<file path="config.mk">
export PLATFORM = sky130hd
export DESIGN_NAME = rxcopy_top
export DESIGN_NICKNAME = d
export VERILOG_FILES = /design/src/rtl/rxcopy_pkg.sv /design/src/rtl/rxcopy_ctrl.sv /design/src/rtl/rxcopy_dp.sv /design/src/rtl/rxcopy_top.sv
export SDC_FILE = /design/constraint.sdc
export NUM_CORES = 1
export LEC_CHECK = 0
export ABC_AREA = 1
export BUFFER_PORTS_ARGS = -buffer_cell sky130_fd_sc_hd__clkbuf_2
export CAP_MARGIN = 20
export CORE_MARGIN = 2
export CORE_UTILIZATION = 50
export CTS_CLUSTER_DIAMETER = 40
export DETAILED_ROUTE_END_ITERATION = 12
export PLACE_DENSITY = 0.77
export SLEW_MARGIN = 0
export SYNTH_ARGS = -nofsm -noshare
export SYNTH_HDL_FRONTEND = slang
export SYNTH_SLANG_ARGS = --single-unit
</file>
<file path="constraint.sdc">
create_clock -name clk -period 3.42 [get_ports clk]
set_clock_uncertainty 0.15 [all_clocks]
set_input_delay 0.171 -clock clk [delete_from_list [all_inputs] [get_ports clk]]
set_output_delay 0.171 -clock clk [all_outputs]
set_load 0.01 [all_outputs]
</file>
<file path="src/rtl/rxcopy_pkg.sv">
package rxcopy_pkg;

  typedef enum logic [2:0] {
    ST_IDLE,
    ST_WAIT,
    ST_BEGIN,
    ST_COPY,
    ST_DONE
  } copyState_e;

  // strobes from control to datapath
  typedef struct packed {
    logic takeNew;   // load head frame and latch request
    logic takeCont;  // latch continuation request
    logic fixLen;    // register the clamped copy length
    logic finish;    // copy done: update bookkeeping and flags
  } copyStrobe_t;

endpackage

</file>
<file path="src/rtl/rxcopy_ctrl.sv">
module rxcopy_ctrl
  import rxcopy_pkg::*;
(
  input  logic        clk,
  input  logic        rstN,
  input  logic        newReqValid,
  input  logic        contReqValid,
  input  logic        frameValid,
  input  logic        partial,
  input  logic        zeroLen,
  input  logic        sentinel,
  input  logic        dmaDone,
  output copyStrobe_t strb,
  output logic        newReqAck,
  output logic        contReqAck,
  output logic        dmaReqValid
);

  copyState_e st, stNext;

  always_ff @(posedge clk) begin
    if (!rstN) st <= ST_IDLE;
    else       st <= stNext;
  end

  always_comb begin
    stNext     = st;
    strb       = '0;
    newReqAck  = 1'b0;
    contReqAck = 1'b0;
    unique case (st)
      ST_IDLE, ST_WAIT: begin
        if (contReqValid && partial) begin
          contReqAck    = 1'b1;
          strb.takeCont = 1'b1;
          stNext        = ST_BEGIN;
        end else if (newReqValid && !partial && frameValid) begin
          newReqAck    = 1'b1;
          strb.takeNew = 1'b1;
          stNext       = ST_BEGIN;
        end else if (newReqValid || contReqValid) begin
          stNext = ST_WAIT;
        end else begin
          stNext = ST_IDLE;
        end
      end
      ST_BEGIN: begin
        strb.fixLen = 1'b1;
        stNext = (zeroLen || sentinel) ? ST_DONE : ST_COPY;
      end
      ST_COPY: begin
        if (dmaDone) stNext = ST_DONE;
      end
      ST_DONE: begin
        strb.finish = 1'b1;
        stNext = (newReqValid || contReqValid) ? ST_WAIT : ST_IDLE;
      end
      default: stNext = ST_IDLE;
    endcase
  end

  assign dmaReqValid = (st == ST_COPY);

endmodule

</file>
<file path="src/rtl/rxcopy_dp.sv">
module rxcopy_dp
  import rxcopy_pkg::*;
#(
  parameter int LEN_W  = 14,
  parameter int ADDR_W = 16,
  parameter int FLAG_W = 4,
  parameter int CNT_W  = 4,
  localparam int WORD_W = LEN_W + 3 + FLAG_W
) (
  input  logic              clk,
  input  logic              rstN,
  input  copyStrobe_t       strb,
  input  logic              cfgZeroCopy,
  input  logic              cfgDeferCopy,
  input  logic [LEN_W-1:0]  cfgZcSize,
  input  logic [LEN_W-1:0]  cfgZcThresh,
  input  logic [CNT_W-1:0]  cfgLowMark,
  input  logic [CNT_W-1:0]  cfgHighMark,
  input  logic [CNT_W-1:0]  fifoCount,
  input  logic [LEN_W-1:0]  frameLen,
  input  logic [FLAG_W-1:0] frameFlags,
  input  logic [ADDR_W-1:0] reqAddr,
  input  logic [LEN_W-1:0]  reqLen,
  input  logic              reqNoDelay,
  output logic              partial,
  output logic              zeroLen,
  output logic              sentinel,
  output logic [ADDR_W-1:0] dmaAddr,
  output logic [LEN_W-1:0]  dmaLen,
  output logic [LEN_W-1:0]  dmaOffset,
  output logic              framePop,
  output logic              doneValid,
  output logic [WORD_W-1:0] doneWord,
  output logic              intrEmpty,
  output logic              intrDma,
  output logic              rxLow,
  output logic              rxHigh
);

  logic              frameActive;
  logic [LEN_W-1:0]  offsetQ, remainQ, copyLenQ, bufLenQ;
  logic [FLAG_W-1:0] flagsQ;
  logic [ADDR_W-1:0] addrQ;
  logic              noDelayQ;
  logic              rxLowQ, rxHighQ;

  logic [LEN_W-1:0]  baseLen, clampLen;
  logic              cutOn, coversAll;
  logic [CNT_W-1:0]  cntAfter;
  logic [LEN_W-1:0]  lenField;

  // length clamp
  always_comb begin
    baseLen  = (bufLenQ < remainQ) ? bufLenQ : remainQ;
    cutOn    = (cfgZeroCopy || cfgDeferCopy) && !noDelayQ && rxLowQ
               && (baseLen > cfgZcThresh);
    clampLen = cutOn ? cfgZcSize : baseLen;
  end

  assign coversAll = (copyLenQ == remainQ);
  assign cntAfter  = fifoCount - CNT_W'(framePop);
  assign lenField  = coversAll ? copyLenQ : (remainQ - copyLenQ);

  always_ff @(posedge clk) begin
    if (!rstN) begin
      frameActive <= 1'b0;
      offsetQ     <= '0;
      remainQ     <= '0;
      copyLenQ    <= '0;
      bufLenQ     <= '0;
      flagsQ      <= '0;
      addrQ       <= '0;
      noDelayQ    <= 1'b0;
      rxLowQ      <= 1'b1;
      rxHighQ     <= 1'b0;
    end else begin
      if (strb.takeNew) begin
        frameActive <= 1'b1;
        offsetQ     <= '0;
        remainQ     <= frameLen;
        flagsQ      <= frameFlags;
      end
      if (strb.takeNew || strb.takeCont) begin
        addrQ    <= reqAddr;
        bufLenQ  <= reqLen;
        noDelayQ <= reqNoDelay;
      end
      if (strb.fixLen) copyLenQ <= clampLen;
      if (strb.finish) begin
        if (coversAll) begin
          frameActive <= 1'b0;
        end else begin
          offsetQ <= offsetQ + copyLenQ;
          remainQ <= remainQ - copyLenQ;
        end
        rxLowQ  <= (cntAfter < cfgLowMark);
        rxHighQ <= (cntAfter > cfgHighMark);
      end
    end
  end

  assign partial   = frameActive;
  assign zeroLen   = (remainQ == '0);
  assign sentinel  = (addrQ == ADDR_W'(1));
  assign dmaAddr   = addrQ;
  assign dmaLen    = copyLenQ;
  assign dmaOffset = offsetQ;

  assign doneValid = strb.finish;
  assign framePop  = strb.finish && coversAll;
  assign intrDma   = strb.finish;
  assign intrEmpty = strb.finish && (cntAfter == '0);
  assign doneWord  = {flagsQ, (remainQ == '0), 1'b1, !coversAll, lenField};
  assign rxLow     = rxLowQ;
  assign rxHigh    = rxHighQ;

endmodule

</file>
<file path="src/rtl/rxcopy_top.sv">
module rxcopy_top
  import rxcopy_pkg::*;
#(
  parameter int LEN_W  = 14,
  parameter int ADDR_W = 16,
  parameter int FLAG_W = 4,
  parameter int CNT_W  = 4,
  localparam int WORD_W = LEN_W + 3 + FLAG_W
) (
  input  logic              clk,
  input  logic              rstN,
  input  logic              cfgZeroCopy,
  input  logic              cfgDeferCopy,
  input  logic [LEN_W-1:0]  cfgZcSize,
  input  logic [LEN_W-1:0]  cfgZcThresh,
  input  logic [CNT_W-1:0]  cfgLowMark,
  input  logic [CNT_W-1:0]  cfgHighMark,
  input  logic [CNT_W-1:0]  fifoCount,
  input  logic              frameValid,
  input  logic [LEN_W-1:0]  frameLen,
  input  logic [FLAG_W-1:0] frameFlags,
  input  logic              newReqValid,
  input  logic              contReqValid,
  input  logic [ADDR_W-1:0] reqAddr,
  input  logic [LEN_W-1:0]  reqLen,
  input  logic              reqNoDelay,
  output logic              newReqAck,
  output logic              contReqAck,
  output logic              dmaReqValid,
  output logic [ADDR_W-1:0] dmaAddr,
  output logic [LEN_W-1:0]  dmaLen,
  output logic [LEN_W-1:0]  dmaOffset,
  input  logic              dmaDone,
  output logic              framePop,
  output logic              doneValid,
  output logic [WORD_W-1:0] doneWord,
  output logic              intrEmpty,
  output logic              intrDma,
  output logic              rxLow,
  output logic              rxHigh
);

  copyStrobe_t strb;
  logic        partial, zeroLen, sentinel;

  rxcopy_ctrl u_ctrl (
    .clk          (clk),
    .rstN         (rstN),
    .newReqValid  (newReqValid),
    .contReqValid (contReqValid),
    .frameValid   (frameValid),
    .partial      (partial),
    .zeroLen      (zeroLen),
    .sentinel     (sentinel),
    .dmaDone      (dmaDone),
    .strb         (strb),
    .newReqAck    (newReqAck),
    .contReqAck   (contReqAck),
    .dmaReqValid  (dmaReqValid)
  );

  rxcopy_dp #(
    .LEN_W  (LEN_W),
    .ADDR_W (ADDR_W),
    .FLAG_W (FLAG_W),
    .CNT_W  (CNT_W)
  ) u_dp (
    .clk          (clk),
    .rstN         (rstN),
    .strb         (strb),
    .cfgZeroCopy  (cfgZeroCopy),
    .cfgDeferCopy (cfgDeferCopy),
    .cfgZcSize    (cfgZcSize),
    .cfgZcThresh  (cfgZcThresh),
    .cfgLowMark   (cfgLowMark),
    .cfgHighMark  (cfgHighMark),
    .fifoCount    (fifoCount),
    .frameLen     (frameLen),
    .frameFlags   (frameFlags),
    .reqAddr      (reqAddr),
    .reqLen       (reqLen),
    .reqNoDelay   (reqNoDelay),
    .partial      (partial),
    .zeroLen      (zeroLen),
    .sentinel     (sentinel),
    .dmaAddr      (dmaAddr),
    .dmaLen       (dmaLen),
    .dmaOffset    (dmaOffset),
    .framePop     (framePop),
    .doneValid    (doneValid),
    .doneWord     (doneWord),
    .intrEmpty    (intrEmpty),
    .intrDma      (intrDma),
    .rxLow        (rxLow),
    .rxHigh       (rxHigh)
  );

endmodule

</file>
==> results of run 1 <==
## critical path, delay by kind of cell (launching register included)
| kind | cells | cell delay [ns] |
|---|---|---|
| buf+inv | 4 | 0.44 |
| fa+ha+maj | 3 | 0.77 |
| flops | 1 | 0.32 |
| xor+xnor | 1 | 0.08 |
| simple gates | 6 | 0.94 |
## cells in the final DEF (no fill, tap or decap), drive strengths merged, types with 2 or more instances in the layout
| cell type | synthesis | final |
|---|---|---|
| a211oi | 3 | 3 |
| a21boi | 2 | 2 |
| a21o | 2 | 2 |
| a21oi | 107 | 107 |
| a31oi | 4 | 4 |
| and2 | 2 | 2 |
| buf | 16 | 40 |
| clkbuf | 21 | 178 |
| clkinvlp | 0 | 3 |
| dfxtp | 83 | 83 |
| dlygate4sd3 | 0 | 37 |
| fa | 2 | 2 |
| ha | 62 | 62 |
| inv | 145 | 148 |
| nand2 | 300 | 300 |
| nand3 | 93 | 93 |
| nand3b | 2 | 2 |
| nand4 | 14 | 14 |
| nor2 | 51 | 51 |
| nor3 | 5 | 5 |
| nor4 | 5 | 5 |
| o211ai | 5 | 5 |
| o21ai | 42 | 42 |
| o21bai | 3 | 3 |
| or2 | 3 | 3 |
| xnor2 | 7 | 7 |
| xor2 | 7 | 7 |
## metal layers
layer	vias up	part of all wire [%]	GRT usage (%)
met1	3224	42	38.0
met3	41	8.6	6.64
met4	0	2.8	11.0
li1	3648	-	-
met5	-	0	0
met2	322	47	52.9
## kinds of logic after synthesis
| family | Yosys count |
|---|---|
| AND/OR/NAND/NOR | 476 |
| buffers and inverters | 182 |
| AO/OA/AOI/OAI | 171 |
| flip-flops | 83 |
| adder cells (fa/ha/maj) | 64 |
| XOR/XNOR | 14 |
| other | 1 |
## power by group through the flow
stage	registers, mW	clock network (mW)	logic (mW)
floorplan	1.12	0	1.09
global placement	1.12	0	1.61
detailed placement	1.12	0	1.64
CTS	1.10	1.03	1.68
global route	1.11	1.07	1.96
finish	1.10	1.03	1.76
## worst max path at each step
stage,to,from,slack [ns],depth (start not counted)
2_1_floorplan,u_dp.rxHigh$_SDFFE_PN0P_,u_dp.dmaLen[8]$_SDFFE_PN0N_,0.09,17
3_3_place_gp,u_dp.dmaLen[5]$_SDFFE_PN0N_,u_dp.remainQ[13]$_SDFF_PN0_,0.21,22
3_5_place_dp,u_dp.dmaLen[2]$_SDFFE_PN0N_,u_dp.remainQ[13]$_SDFF_PN0_,0.09,22
4_1_cts,u_dp.dmaLen[2]$_SDFFE_PN0N_,u_dp.remainQ[13]$_SDFF_PN0_,0.05,22
5_1_grt,u_dp.dmaLen[7]$_SDFFE_PN0N_,u_dp.remainQ[13]$_SDFF_PN0_,0.003,21
6_report,intrEmpty,u_dp.dmaLen[10]$_SDFFE_PN0N_,0.18,14
## area by class of cell
| class | count | area (um2) |
|---|---|---|
| sequential | 83 | 1660 |
| inverter | 145 | 544 |
| clock inverter | 7 | 83.8 |
| clock buffer | 9 | 225 |
| timing repair buffer | 246 | 1540 |
| multi-input combinational | 726 | 3930 |
| tap | 168 | 210 |
| fill | 1120 | 3970 |
## state kept, by name (all words and copies together) (netlist names)
name	cells
u_dp.bufLenQ	14
u_dp.remainQ	14
u_dp.dmaOffset	14
u_dp.rxHigh	1
u_dp.noDelayQ	1
u_dp.dmaAddr	16
u_dp.flagsQ	4
u_ctrl.st	3
u_dp.rxLow	1
u_dp.dmaLen	14
u_dp.partial	1
## repair_timing
| item | CTS | global route |
|---|---|---|
| hold endpoints to repair | 37 | 0 |
| setup endpoints to repair | 0 | 14 |
| buffers inserted | 0 | 3 |
| hold buffers | 37 | 0 |
| resized for setup | 0 | 12 |
## stage by stage
stage | instances | util, % | hold slack (ns)
2_1_floorplan | 991 | - | 0.156
3_3_place_gp | 1328 | 61.3 | 0.244
3_5_place_dp | 1328 | 61.3 | 0.258
4_1_cts | 1381 | 66.8 | 0.0231
5_1_grt | 1384 | 67.4 | 0.0260
6_report | 1384 | 67.4 | 0.0349
==> impl_metrics.csv, run 1 <==
group,metric,value,unit
critical_path,ff2ff_path_depth,16,
synth,syn_inst,991,
die,fp.coreArea,12200,um2
routing,drtIter0Drc,527,
worst_hold_path,hp-start,"frameLen[11]",
critical_path,cp_common_cell,"ha_1",
global_route,antenna_found_initial,0,
placed_design,placedInstanceArea,7450,um2
synth,synthMuxAreaShare,0,%
synth,yosys.area.top_type,"dfxtp_1",
power_and_ir_drop,p_seq_share,28.3,%
sta,setup_slack,0.182,ns
sta,setup_viol,0,
synth,synth_compound_area_share,14.8,%
power_and_ir_drop,p_total,3.90,mW
routing,viasPerCell,5.23,
power_and_ir_drop,p_int,2.28,mW
synth,avgSynthCellArea,6.34,um2
power_and_ir_drop,p_comb_share,45.1,%
die,die_x,116,um
power_and_ir_drop,power.density,475,nW/um2
synth,synthAdderAreaFrac,13.0,%
synth,synth_top_family_by_area,"simple AND/OR/NAND/NOR gates",
synth,synth-seq-cells,83,
flow_run,maxCapViolCount,0,
synth,ys_seq_area_share,26.4,%
critical_path,r2r-start,"u_dp.dmaLen[10]$_SDFFE_PN0N_",
critical_path,startpoint_type,"flip-flop",
cts,cts_tree,"done",
worst_hold_path,hold_depth,3,
synth,synth_edf_count,0,
sta,setup-tns-final,0,ns
die,ios,171,
cts,clock_latency,0.35,ns
synth,yosysMostFrequentCell,"nand2_1",
synth,synth_simple_gate_area_share,32.2,%
synth,synthDistinctLibCells,41,
synth,netlist.area_leader.share,26.4,%
synth,syn-cell-area,6280,um2
routing,via_count,7235,
synth,ys_warn_count,0,
die,die_y,116,um
sta,min_period,3.24,ns
cts,cts-root-buf,"clkbuf_16",
final_layout,postLayoutCellArea,8190,um2
die,rows,40,
sta,relSlewSlack,38.6,%
critical_path,crit_arrival,2.92,ns
sta,tightest_slew,0.920,ns
routing,antenna_left,0,
cts,cts_num_sinks,83,
placed_design,portBuffers,169,
sta,fin_crit_sh,94.7,%
critical_path,path_cells,"inv_1 > ha_1 > nand2_1 > nor2_4 > inv_2 > nor2_4 > nand3_4 > nor2_1 > ha_1 > ha_1 > xor2_1 > buf_4 > nor3_1 > clkbuf_2",
worst_hold_path,holdPathEnd,"u_dp.remainQ[11]$_SDFF_PN0_",
global_route,grt_usage,30.7,%
power_and_ir_drop,p_leak,4.40,nW
power_and_ir_drop,max-vdd-ir-drop,0.403,mV
cts,numCtsBuffers,9,
global_route,grt_max_degree,37,
global_route,overflow,0,
routing,wirelength,20400,um
sta,finalHoldViolations,0,
synth,synth_common_cells,"nand2_1 (297), inv_1 (139), a21oi_1 (106)",
synth,synthTopCellsByArea,"dfxtp_1 (26%), nand2_1 (18%), ha_1 (12%), a21oi_1 (8.4%), inv_1 (8.3%)",
critical_path,regToRegSetupSlack,0.23,ns
critical_path,cp.required,3.10,ns
critical_path,crit_fanout,5,
final_layout,drive_gt1_share,20.7,%
critical_path,slowest_delay,0.39,ns
routing,post_drt_wl_per_cell,14.7,um
cts,cts_buffer_depth,2,
power_and_ir_drop,p_sw,1.61,mW
cts,htreeDepth,3,
placed_design,place_congestion,1.03,
placed_design,hpwl,15600,um
synth,synth_top_flop_cell,"dfxtp_1",
sta,fmax,309,MHz
status,outcome,"complete, no violations",
final_layout,area_growth,30.3,%
final_layout,antenna_cells,0,
critical_path,end_kind,"primary output",
synth,synthArstFlopShare,0,%
final_layout,final_nets,1372,
die,die-area,13500,um2
die,start_util,51.7,%
global_route,grt_pass1_vias,6815,
critical_path,slowest_stage,"ha_1",
sta,rsz0062_at_grt,"no",
sta,drv_slew,0,
synth,synthesis.nets,1152,
routing,drc,0,
critical_path,critPathKind,"reg -> out",
routing,dr.pass1.iters,5,
critical_path,rr_endpoint,"u_dp.rxHigh$_SDFFE_PN0P_",
global_route,grt_pass1_wl,32500,um
placed_design,place_ws,0.0899,ns
power_and_ir_drop,power.share.clock,26.5,%
worst_hold_path,hp-class,"in -> reg",
cts,clk_pin_slew_worst_paths,0.07,ns
synth,yosys.area_share.xor_xnor,1.95,%
power_and_ir_drop,swShare,41.4,%
Power figures use the tool's default switching activity.
==> inputs of run 2 (changes only) <==
--- a/config.mk
+++ b/config.mk
@@ -8,11 +8,13 @@
 export ABC_AREA = 1
 export BUFFER_PORTS_ARGS = -buffer_cell sky130_fd_sc_hd__clkbuf_2
 export CAP_MARGIN = 20
+export CELL_PAD_IN_SITES_DETAIL_PLACEMENT = 0
+export CELL_PAD_IN_SITES_GLOBAL_PLACEMENT = 1
 export CORE_MARGIN = 2
-export CORE_UTILIZATION = 50
+export CORE_UTILIZATION = 37
 export CTS_CLUSTER_DIAMETER = 40
 export DETAILED_ROUTE_END_ITERATION = 12
-export PLACE_DENSITY = 0.77
+export PLACE_DENSITY_LB_ADDON = 0.1
 export SLEW_MARGIN = 0
 export SYNTH_ARGS = -nofsm -noshare
 export SYNTH_HDL_FRONTEND = slang
==> run 2 against run 1 <==
Compared with the run above:
- clock power down 12%
- count of clock-buffer cells in the layout unchanged
- combinational power about the same
- worst setup slack gained 0.062 ns
- first-iteration DRC count shrank 36%
- sequential share of layout area about the same
- cell count is 3.5% higher
- routed wire length is 6.1% higher
- flip-flop and latch count did not move
- register-to-register slack about the same
==> impl_metrics.csv, run 2 (synthesis gave the netlist of run 1 again) <==
group,metric,value,unit
status,outcome,"complete, no violations",
flow_run,maxCapViolCount,0,
routing,post_drt_wl_per_cell,15.1,um
critical_path,end_kind,"flip-flop",
die,rows,47,
routing,dr.pass1.iters,5,
routing,drc,0,
cts,cts-root-buf,"clkbuf_16",
routing,drtIter0Drc,335,
die,fp.coreArea,16600,um2
global_route,grt_usage,24.2,%
sta,min_period,3.18,ns
final_layout,final_cells,1432,
sta,relSlewSlack,46.0,%
power_and_ir_drop,p_leak,4.39,nW
sta,rsz0062_at_grt,"yes",
power_and_ir_drop,max-vdd-ir-drop,0.288,mV
sta,fmax,315,MHz
final_layout,final_nets,1369,
critical_path,startpoint_type,"flip-flop",
routing,via_count,6985,
sta,finalHoldViolations,0,
sta,setup_viol,0,
placed_design,dp_cells,1379,
cts,clk_pin_slew_worst_paths,0.06,ns
cts,cts_num_sinks,83,
global_route,overflow,0,
worst_hold_path,hold_depth,3,
die,die_x,134,um
global_route,grt_max_degree,39,
critical_path,crit_arrival,3.30,ns
placed_design,portBuffers,169,
final_layout,final_common_cell,"nand2_1",
routing,wirelength,21600,um
sta,fin_crit_sh,92.9,%
cts,cts_buffer_depth,2,
global_route,grt_pass1_vias,6613,
cts,cts_tree,"done",
sta,drv_slew,0,
routing,viasPerCell,4.88,
sta,whs,0.0194,ns
die,die-area,18000,um2
final_layout,largest_register_ffs,16,
sta,tightest_slew,0.809,ns
final_layout,area_growth,31.0,%
final_layout,drive_gt1_share,20.9,%
final_layout,final_util,49.6,%
worst_hold_path,hp-class,"in -> reg",
final_layout,antenna_cells,0,
placed_design,place_ws,0.0192,ns
global_route,grt_pass1_wl,34000,um
critical_path,cp.required,3.54,ns
die,ios,171,
cts,htreeDepth,3,
die,die_y,134,um
final_layout,final_cell_mix,"nand2_1 (296), clkbuf_2 (169), inv_1 (139)",
sta,setup_slack,0.244,ns
global_route,antenna_found_initial,0,
final_layout,postLayoutCellArea,8230,um2
cts,numCtsBuffers,9,
placed_design,placedInstanceArea,7520,um2
critical_path,crit_fanout,14,
critical_path,critPathKind,"reg -> reg",
placed_design,place_congestion,0.869,
power_and_ir_drop,power.density,458,nW/um2
placed_design,hpwl,17300,um
die,start_util,37.9,%
cts,clock_latency,0.35,ns
critical_path,ff2ff_path_depth,22,
routing,antenna_left,0,
==> run 2: cell types whose count changed in the layout (fill, tap and decap cells not counted), sizes merged <==
| cell | before | now |
|---|---|---|
| bufinv | 1 | 0 |
| clkinvlp | 3 | 1 |
| buf | 40 | 37 |
| clkinv | 0 | 3 |
| inv | 148 | 147 |
==> run 2: final timing paths <==
path	from	endpoint	slack, ns
setup / recovery	u_dp.remainQ[12]$_SDFF_PN0_	u_dp.dmaLen[0]$_SDFFE_PN0N_	0.24
hold / removal	newReqValid	u_ctrl.st[0]$_SDFFE_PN0P_	0.02
setup reg to reg	u_dp.remainQ[12]$_SDFF_PN0_	u_dp.dmaLen[0]$_SDFFE_PN0N_	0.24
hold reg to reg	u_dp.noDelayQ$_SDFFE_PN0P_	u_dp.noDelayQ$_SDFFE_PN0P_	0.32
==> run 2: area by class of cell <==
cell class	instances	area [um2]
Fill cell	1808	8350
Clock inverter	6	40.0
Inverter	145	544
Tap cell	220	275
Multi-Input combinational cell	726	3940
Clock buffer	9	225
Timing Repair Buffer	243	1540
Sequential cell	83	1670
==> run 2: metal layers <==
| metal | share of wire, % | GRT usage [%] |
|---|---|---|
| met5 | 0 | 0 |
| met4 | 2.2 | 6.78 |
| met3 | 5.6 | 5.10 |
| met2 | 45 | 39.5 |
| met1 | 48 | 32.3 |
==> run 2: report_power, final <==
part	internal, mW	switching (mW)
combinational	0.657	1.10
sequential	1.04	0.0644
clock	0.489	0.419
total	2.18	1.58
==> run 2: critical path: stages, from the launching register on <==
cell and delay [ns]:
dfxtp_1 0.36, inv_1 0.09, ha_1 0.27, nand2_1 0.07, nor2_2 0.17, nand2_1 0.07, nor2_1 0.11, nand2_2 0.10
buf_4 0.17, nand3_1 0.09, nand2_1 0.07, ha_1 0.29, nand2_1 0.08, nor2_2 0.12, nand3_1 0.10, nor2_1 0.12
nor2_1 0.06, buf_4 0.19, nand3_1 0.09, nand2_1 0.05, inv_1 0.06, nand2_1 0.08, a21oi_1 0.15
==> run 2: through the flow <==
step,TNS [ns],power [mW]
floorplan,0,2.21
global placement,0,2.82
detailed placement,0,2.81
CTS,0,3.77
global route,-0.0117,4.07
finish,0,3.77
==> run 2: what timing repair did <==
| action | 4_1_cts | 5_1_grt |
|---|---|---|
| pin swaps | 0 | 0 |
| gates resized for setup | 1 | 13 |
| hold buffers | 37 | 0 |
| hold endpoints to repair | 38 | 0 |
| endpoints found under the setup margin | 1 | 17 |
| buffers inserted | 0 | 0 |
| cloned | 0 | 0 |
